**config.mk**
```make
export PLATFORM = sky130hd
export DESIGN_NAME = pkt_chan_ctrl
export DESIGN_NICKNAME = d
export VERILOG_FILES = /design/src/rtl/pcc_pkg.sv /design/src/rtl/pcc_negotiate.sv /design/src/rtl/pcc_seq.sv /design/src/rtl/pcc_own.sv /design/src/rtl/pcc_out_arb.sv /design/src/rtl/pkt_chan_ctrl.sv
export SDC_FILE = /design/constraint.sdc
export NUM_CORES = 1
export LEC_CHECK = 0
export BUFFER_PORTS_ARGS = -buffer_cell sky130_fd_sc_hd__buf_2
export CELL_PAD_IN_SITES_DETAIL_PLACEMENT = 1
export CELL_PAD_IN_SITES_GLOBAL_PLACEMENT = 2
export CORE_ASPECT_RATIO = 0.8
export CORE_MARGIN = 2
export CORE_UTILIZATION = 33
export DETAILED_ROUTE_END_ITERATION = 8
export PLACE_DENSITY_LB_ADDON = 0.1
export SYNTH_ARGS = -nofsm -noshare
export SYNTH_HDL_FRONTEND = slang
export SYNTH_HIERARCHICAL = 1
export SYNTH_SLANG_ARGS = --single-unit
export TNS_END_PERCENT = 100
```
**constraint.sdc**
```tcl
create_clock -name clk -period 4.15 [get_ports clk]
set_clock_uncertainty 0.2 [all_clocks]
set_input_delay 0.2075 -clock clk [delete_from_list [all_inputs] [get_ports clk]]
set_output_delay 0.2075 -clock clk [all_outputs]
set_load 0.02 [all_outputs]
```
**src/rtl/pcc_pkg.sv**
```systemverilog
package pcc_pkg;
  localparam logic [7:0] CMD_INIT  = 8'h00;
  localparam logic [7:0] CMD_TXB   = 8'h01;
  localparam logic [7:0] CMD_RXC   = 8'h02;
  localparam logic [7:0] CMD_DUMMY = 8'hFF;

  localparam logic [31:0] WIN_MAGIC = 32'h4D43_5450;

  // word indices inside the control descriptor
  localparam int W_MAGIC = 0;
  localparam int W_BVER  = 1;
  localparam int W_NEG   = 3;
  localparam int W_RXOFF = 4;
  localparam int W_RXSZ  = 5;
  localparam int W_TXOFF = 6;
  localparam int W_TXSZ  = 7;

  localparam logic [7:0] ST_ACTIVE = 8'h80;
  localparam logic [7:0] ST_CHAN   = 8'hC0;

  typedef enum logic [2:0] {
    SQ_BOOT, SQ_ACT, SQ_IDLE, SQ_NVER, SQ_NRX, SQ_NTX, SQ_CHAN, SQ_UP
  } seq_t;
endpackage

```
**src/rtl/pcc_negotiate.sv**
```systemverilog
module pcc_negotiate #(
  parameter logic [15:0] VER_MIN = 16'd1,
  parameter logic [15:0] VER_CUR = 16'd2,
  parameter logic [31:0] MIN_PKT = 32'd68,
  parameter logic [31:0] BUF_SZ  = 32'd256
) (
  input  logic [15:0] host_min,
  input  logic [15:0] host_cur,
  input  logic [31:0] host_sz,
  output logic        ok,
  output logic [15:0] ver,
  output logic [31:0] sz
);
  always_comb begin
    ver = (VER_CUR < host_cur) ? VER_CUR : host_cur;
    ok  = (ver >= VER_MIN) && (ver >= host_min);
    if (host_sz < MIN_PKT)     sz = MIN_PKT;
    else if (host_sz > BUF_SZ) sz = BUF_SZ;
    else                       sz = host_sz;
  end
endmodule

```
**src/rtl/pcc_seq.sv**
```systemverilog
module pcc_seq
  import pcc_pkg::*;
#(
  parameter int          WIN_AW  = 3,
  parameter logic [15:0] VER_MIN = 16'd1,
  parameter logic [15:0] VER_CUR = 16'd2,
  parameter logic [31:0] RX_OFF  = 32'h100,
  parameter logic [31:0] TX_OFF  = 32'h200,
  parameter logic [31:0] BUF_SZ  = 32'd256
) (
  input  logic              clk,
  input  logic              rst,
  input  logic              init_cmd,
  input  logic              neg_ok,
  input  logic [15:0]       neg_ver_in,
  input  logic [31:0]       neg_sz_in,
  output logic              win_we,
  output logic [WIN_AW-1:0] win_addr,
  output logic [31:0]       win_data,
  output logic              stat_we,
  output logic [7:0]        stat_val,
  output logic              dummy_req
);
  localparam int BOOT_N = 6;
  localparam int STEP_W = $clog2(BOOT_N);

  seq_t              st;
  logic [STEP_W-1:0] step;
  logic [15:0]       neg_ver;
  logic [31:0]       neg_sz;
  logic [WIN_AW-1:0] boot_addr;
  logic [31:0]       boot_data;

  always_comb begin
    case (step)
      STEP_W'(0): begin boot_addr = WIN_AW'(W_MAGIC); boot_data = WIN_MAGIC;          end
      STEP_W'(1): begin boot_addr = WIN_AW'(W_BVER);  boot_data = {VER_MIN, VER_CUR}; end
      STEP_W'(2): begin boot_addr = WIN_AW'(W_RXOFF); boot_data = RX_OFF;             end
      STEP_W'(3): begin boot_addr = WIN_AW'(W_RXSZ);  boot_data = BUF_SZ;             end
      STEP_W'(4): begin boot_addr = WIN_AW'(W_TXOFF); boot_data = TX_OFF;             end
      default:    begin boot_addr = WIN_AW'(W_TXSZ);  boot_data = BUF_SZ;             end
    endcase
  end

  always_ff @(posedge clk) begin
    if (rst) begin
      st        <= SQ_BOOT;
      step      <= '0;
      win_we    <= 1'b0;
      win_addr  <= '0;
      win_data  <= '0;
      stat_we   <= 1'b0;
      stat_val  <= '0;
      dummy_req <= 1'b0;
      neg_ver   <= '0;
      neg_sz    <= '0;
    end else begin
      win_we    <= 1'b0;
      stat_we   <= 1'b0;
      dummy_req <= 1'b0;
      case (st)
        SQ_BOOT: begin
          win_we   <= 1'b1;
          win_addr <= boot_addr;
          win_data <= boot_data;
          if (step == STEP_W'(BOOT_N - 1)) st <= SQ_ACT;
          else step <= step + 1'b1;
        end
        SQ_ACT: begin
          stat_we   <= 1'b1;
          stat_val  <= ST_ACTIVE;
          dummy_req <= 1'b1;
          st        <= SQ_IDLE;
        end
        SQ_IDLE: if (init_cmd && neg_ok) begin
          neg_ver <= neg_ver_in;
          neg_sz  <= neg_sz_in;
          st      <= SQ_NVER;
        end
        SQ_NVER: begin
          win_we   <= 1'b1;
          win_addr <= WIN_AW'(W_NEG);
          win_data <= {neg_ver, 16'h0000};
          st       <= SQ_NRX;
        end
        SQ_NRX: begin
          win_we   <= 1'b1;
          win_addr <= WIN_AW'(W_RXSZ);
          win_data <= neg_sz;
          st       <= SQ_NTX;
        end
        SQ_NTX: begin
          win_we   <= 1'b1;
          win_addr <= WIN_AW'(W_TXSZ);
          win_data <= neg_sz;
          st       <= SQ_CHAN;
        end
        SQ_CHAN: begin
          stat_we   <= 1'b1;
          stat_val  <= ST_CHAN;
          dummy_req <= 1'b1;
          st        <= SQ_UP;
        end
        default: st <= SQ_UP;
      endcase
    end
  end
endmodule

```
**src/rtl/pcc_own.sv**
```systemverilog
module pcc_own (
  input  logic clk,
  input  logic rst,
  input  logic chan_up,
  input  logic host_txb,
  input  logic host_rxc,
  input  logic tx_req,
  input  logic rx_done,
  output logic tx_busy,
  output logic rx_owned,
  output logic req_txb,
  output logic req_rxc
);
  logic rx_take;

  always_comb begin
    req_txb = chan_up && tx_req && !tx_busy;
    req_rxc = rx_owned && rx_done;
    rx_take = chan_up && host_txb && !rx_owned;
  end

  always_ff @(posedge clk) begin
    if (rst) begin
      tx_busy  <= 1'b0;
      rx_owned <= 1'b0;
    end else begin
      if (req_txb)                  tx_busy <= 1'b1;
      else if (chan_up && host_rxc) tx_busy <= 1'b0;
      if (rx_take)      rx_owned <= 1'b1;
      else if (req_rxc) rx_owned <= 1'b0;
    end
  end
endmodule

```
**src/rtl/pcc_out_arb.sv**
```systemverilog
module pcc_out_arb
  import pcc_pkg::*;
(
  input  logic       clk,
  input  logic       rst,
  input  logic       req_dummy,
  input  logic       req_rxc,
  input  logic       req_txb,
  input  logic       obf,
  output logic [7:0] out_cmd,
  output logic       out_we
);
  logic pd, pr, pt;
  logic can, g_d, g_r, g_t;

  always_comb begin
    can = !obf && !out_we;
    g_d = can && pd;
    g_r = can && pr && !pd;
    g_t = can && pt && !pd && !pr;
  end

  always_ff @(posedge clk) begin
    if (rst) begin
      pd      <= 1'b0;
      pr      <= 1'b0;
      pt      <= 1'b0;
      out_we  <= 1'b0;
      out_cmd <= '0;
    end else begin
      pd     <= (pd && !g_d) || req_dummy;
      pr     <= (pr && !g_r) || req_rxc;
      pt     <= (pt && !g_t) || req_txb;
      out_we <= g_d || g_r || g_t;
      if (g_d)      out_cmd <= CMD_DUMMY;
      else if (g_r) out_cmd <= CMD_RXC;
      else if (g_t) out_cmd <= CMD_TXB;
    end
  end
endmodule

```
**src/rtl/pkt_chan_ctrl.sv**
```systemverilog
module pkt_chan_ctrl
  import pcc_pkg::*;
#(
  parameter int          WIN_AW  = 3,
  parameter logic [15:0] VER_MIN = 16'd1,
  parameter logic [15:0] VER_CUR = 16'd2,
  parameter logic [31:0] RX_OFF  = 32'h100,
  parameter logic [31:0] TX_OFF  = 32'h200,
  parameter logic [31:0] BUF_SZ  = 32'd256,
  parameter logic [31:0] MIN_PKT = 32'd68
) (
  input  logic              clk,
  input  logic              rst,
  input  logic              rx_cmd_valid,
  input  logic [7:0]        rx_cmd,
  input  logic [15:0]       host_ver_min,
  input  logic [15:0]       host_ver_cur,
  input  logic [31:0]       host_rx_size,
  input  logic              tx_req,
  input  logic              rx_done,
  input  logic              obf,
  output logic [7:0]        out_cmd,
  output logic              out_cmd_we,
  output logic              stat_we,
  output logic [7:0]        stat_val,
  output logic              win_we,
  output logic [WIN_AW-1:0] win_addr,
  output logic [31:0]       win_data,
  output logic              tx_busy,
  output logic              rx_owned
);
  logic        neg_ok, dummy_req, req_txb, req_rxc;
  logic [15:0] neg_ver;
  logic [31:0] neg_sz;
  logic        is_init, is_txb, is_rxc, chan_up;

  always_comb begin
    is_init = rx_cmd_valid && (rx_cmd == CMD_INIT);
    is_txb  = rx_cmd_valid && (rx_cmd == CMD_TXB);
    is_rxc  = rx_cmd_valid && (rx_cmd == CMD_RXC);
    chan_up = stat_val[6];
  end

  pcc_negotiate #(.VER_MIN(VER_MIN), .VER_CUR(VER_CUR), .MIN_PKT(MIN_PKT), .BUF_SZ(BUF_SZ))
  u_neg (.host_min(host_ver_min), .host_cur(host_ver_cur), .host_sz(host_rx_size),
         .ok(neg_ok), .ver(neg_ver), .sz(neg_sz));

  pcc_seq #(.WIN_AW(WIN_AW), .VER_MIN(VER_MIN), .VER_CUR(VER_CUR),
            .RX_OFF(RX_OFF), .TX_OFF(TX_OFF), .BUF_SZ(BUF_SZ))
  u_seq (.clk(clk), .rst(rst), .init_cmd(is_init), .neg_ok(neg_ok),
         .neg_ver_in(neg_ver), .neg_sz_in(neg_sz),
         .win_we(win_we), .win_addr(win_addr), .win_data(win_data),
         .stat_we(stat_we), .stat_val(stat_val), .dummy_req(dummy_req));

  pcc_own u_own (.clk(clk), .rst(rst), .chan_up(chan_up), .host_txb(is_txb),
                 .host_rxc(is_rxc), .tx_req(tx_req), .rx_done(rx_done),
                 .tx_busy(tx_busy), .rx_owned(rx_owned),
                 .req_txb(req_txb), .req_rxc(req_rxc));

  pcc_out_arb u_arb (.clk(clk), .rst(rst), .req_dummy(dummy_req), .req_rxc(req_rxc),
                     .req_txb(req_txb), .obf(obf), .out_cmd(out_cmd), .out_we(out_cmd_we));
endmodule

```
==> reports/metrics.csv <==
stage,metric,value,unit
global_route,largest net degree at the start of global routing,76,
global_route,global route overflow,0,
timing,final setup fails,0,
global_route,vias in the first global route,4743,
logic_synthesis,area share of the largest cell type after synthesis,0.387,
logic_synthesis,Mapped Cells,666,
power,Gate power share,0.375,
worst_setup_path,CP max FO,36,
drt,WL/cell,14.2,µm
logic_synthesis,syn_area_per_cell,7.93,µm²
status,status,"finished, final reports clean",
logic_synthesis,Synth area leader,dfxtp_1,
timing,RSZ-0062 raised after global routing,no,
worst_setup_path,Critical Path Source Type,primary input,
power,P_leak,2.61,nW
cells_and_area,Fill cells,2009,
cells_and_area,Area Overhead vs Synth,16.7,%
logic_synthesis,Yosys warnings,6,
placement,HPWL after DPL,9890,µm
worst_setup_path,CP Data Required Time,4.23,ns
drt,initial DRC count,174,
power,sequential power share,0.385,
timing,"Slew Viols, Final",0,
logic_synthesis,Synth Register Bits,102,
timing,f_max,332,MHz
power,VDD IR max,280,µV
placement,Place WS,0.811,ns
power,Clock power frac,0.240,
drt,WL final,14200,µm
drt,residual DRC count,0,
global_route,first-pass GRT wire length,23200,µm
power,Int Pwr,2.02,mW
logic_synthesis,register area share after synthesis,0.387,
cells_and_area,# diodes,0,
die,die height,117,µm
die,Die X-Extent,145,µm
logic_synthesis,"FFs w/ async S/R, synth",0,
worst_setup_path,Crit. End Element,register,
placement,routability congestion estimate,0.812,
die,full die area,0.0170,mm²
power,Switch Pwr,1.32,mW
job,max-cap viol count,0,
worst_setup_path,critical setup path kind,in -> reg,
die,Ports,134,
die,Core Footprint,0.0157,mm²
clock_network,CTS tree,yes,
timing,setup TNS after final layout,0,ns
cells_and_area,share of layout cells above drive strength 1,0.216,
power,pwr dens,543,mW/mm²
placement,Buffers on Ports,127,
hold_path,Min-Delay Path Class,in -> reg,
die,starting density of the core,0.337,
drt,vias per cell,4.68,
drt,number of routed nets with antenna violations,0,
logic_synthesis,ys flop type,dfxtp_1,
clock_network,"Reg clk slew, reported paths",0.07,ns
drt,router iterations before antenna repair,4,
global_route,initial antenna violation count,0,
logic_synthesis,Synth area leaders,"dfxtp_1 (39%), nand2_1 (8.5%), buf_4 (7.7%)",
drt,DR vias,4680,
clock_network,htree depth,3,
clock_network,clock sink count,102,
logic_synthesis,Post-synth EDFFs,0,
global_route,Tot GR Track Use,0.170,
power,Net Sw Frac,0.396,
clock_network,TritonCTS Buffers,9,
timing,Final period util,0.726,
timing,final worst slack,1.14,ns
logic_synthesis,synth cell count leaders,"nand2_1 (119), dfxtp_1 (102), a21oi_1 (77), buf_4 (54), nor2_1 (46)",
timing,min cycle time layout,3.01,ns
clock_network,Clock Tree Buf Depth,2,
die,Rows,41,
timing,actual slew at the worst max-slew pin,1.08,ns
clock_network,clock root cell,clkbuf_16,
logic_synthesis,cell area after synthesis,0.00528,mm²
timing,Slew HR,0.279,
worst_setup_path,WP data arrival,3.09,ns
logic_synthesis,most common cell in the netlist,nand2_1,
clock_network,worst skew pair latency,0.35,ns
cells_and_area,post-layout net count,879,
timing,final number of hold-violating endpoints,0,
logic_synthesis,post-synth cell types,60,
timing repair:
action,in CTS,in global routing
gates resized for setup,0,0
setup buffers,0,0
endpoints found under the hold margin,5,0
hold buffers,4,0
power groups by stage:
stage                     combinational [mW]  clock [mW]  sequential [mW]
final                                   1.25       0.804             1.29
after global routing                    1.39       0.876             1.32
after CTS                               1.27       0.837             1.29
after detailed placement                1.26           0             1.31
after global placement                  1.23           0             1.30
after floorplan                        0.887           0             1.36
layer usage:
metal / global-route usage / up-vias / wire length (µm)
met4: 0.0458 / 0 / 161
met2: 0.295 / 72 / 6860
li1: - / 2381 / -
met1: 0.216 / 2216 / 6660
met3: 0.0380 / 11 / 498
met5: 0 / - / 0
through the flow:
stage / hold WS [ns] / util / instances / total power [mW] / cell area [µm²]
after detailed placement: 0.249 / 0.373 / 981 / 2.57 / 5850
after floorplan: 0.0737 / - / 720 / 2.25 / 5490
after global placement: 0.242 / 0.373 / 981 / 2.54 / 5850
after global routing: 0.0486 / 0.393 / 1001 / 3.59 / 6160
final: 0.0364 / 0.393 / 1001 / 3.35 / 6160
after CTS: 0.0206 / 0.393 / 1001 / 3.40 / 6160
final timing paths:
kind                                       start               end  slack, ns  depth (start not counted)
worst min register to register  u_seq/neg_sz[25]  u_seq/neg_sz[25]       0.26                          2
worst min-delay path             host_rx_size[1]   u_seq/neg_sz[1]       0.04                          4
worst max-delay path            host_ver_cur[12]   u_seq/neg_sz[7]       1.14                         13
worst max register to register       u_seq/st[0]   u_seq/neg_sz[7]       1.62                          5
worst max-delay path: stages:
cell	delay [ns]
buf_2	0.09
nor4_1	0.28
and4_1	0.27
nand2_1	0.09
ha_1	0.27
nor2_1	0.03
a2111oi_0	0.43
o2111ai_1	0.15
a31oi_1	0.31
and4_1	0.27
buf_4	0.39
nand2_1	0.12
a21oi_1	0.16
registers in the layout (all words and copies together) (netlist names), 2 cells and up:
signal	count
u_seq/win_data	32
u_arb/out_cmd	3
u_seq/neg_sz	32
u_seq/neg_ver	16
u_seq/st	3
u_seq/step	3
u_seq/win_addr	3
u_seq/stat_val	2
area by class of cell:
type	instances	area, µm²	share of cell area
clock buffers	11	233	0.0378
well taps	215	269	0.0436
multi-input cells	486	2680	0.434
inverters	42	158	0.0256
flip-flops and latches	102	2040	0.331
clock inverters	5	40.0	0.00649
repair buffers	140	746	0.121
cells by family after synthesis:
| family | Yosys count | share of synthesized area |
|---|---|---|
| compound gates | 143 | 0.167 |
| fa+ha+maj | 25 | 0.0571 |
| buf+inv | 132 | 0.145 |
| mux | 1 | 0.00189 |
| flops | 102 | 0.387 |
| other cells | 2 | 0.00142 |
| simple gates | 258 | 0.233 |
| xor+xnor | 3 | 0.00782 |
placed cells by master, fill, tap and decap left out, types with 2 or more instances in the layout:
cell type	Yosys	final
a21oi_1	77	77
a2111oi_2	2	2
nor2b_1	8	8
conb_1	2	56
dfxtp_1	102	101
nor4_1	16	16
xnor2_2	2	2
nand2_1	119	119
nand3_1	4	4
nor3b_1	5	5
and2_1	7	7
buf_2	12	126
inv_6	0	3
dlygate4sd3_1	0	4
o22ai_1	10	10
inv_1	41	41
and4_1	3	3
nor3_1	23	23
maj3_1	4	4
buf_4	54	10
nand3b_1	2	2
a2111oi_0	2	2
nand2b_1	7	7
clkbuf_1	16	2
a211oi_1	11	11
a2111oi_1	2	2
nor4_2	2	2
clkbuf_16	0	9
a311oi_1	2	2
o21a_1	2	2
nor2_1	46	46
o21ai_1	2	2
a31oi_1	4	4
o21ai_0	12	12
nand4_1	5	5
ha_1	20	20
a22oi_1	8	8
No activity file was read; power rests on OpenSTA's default activity.
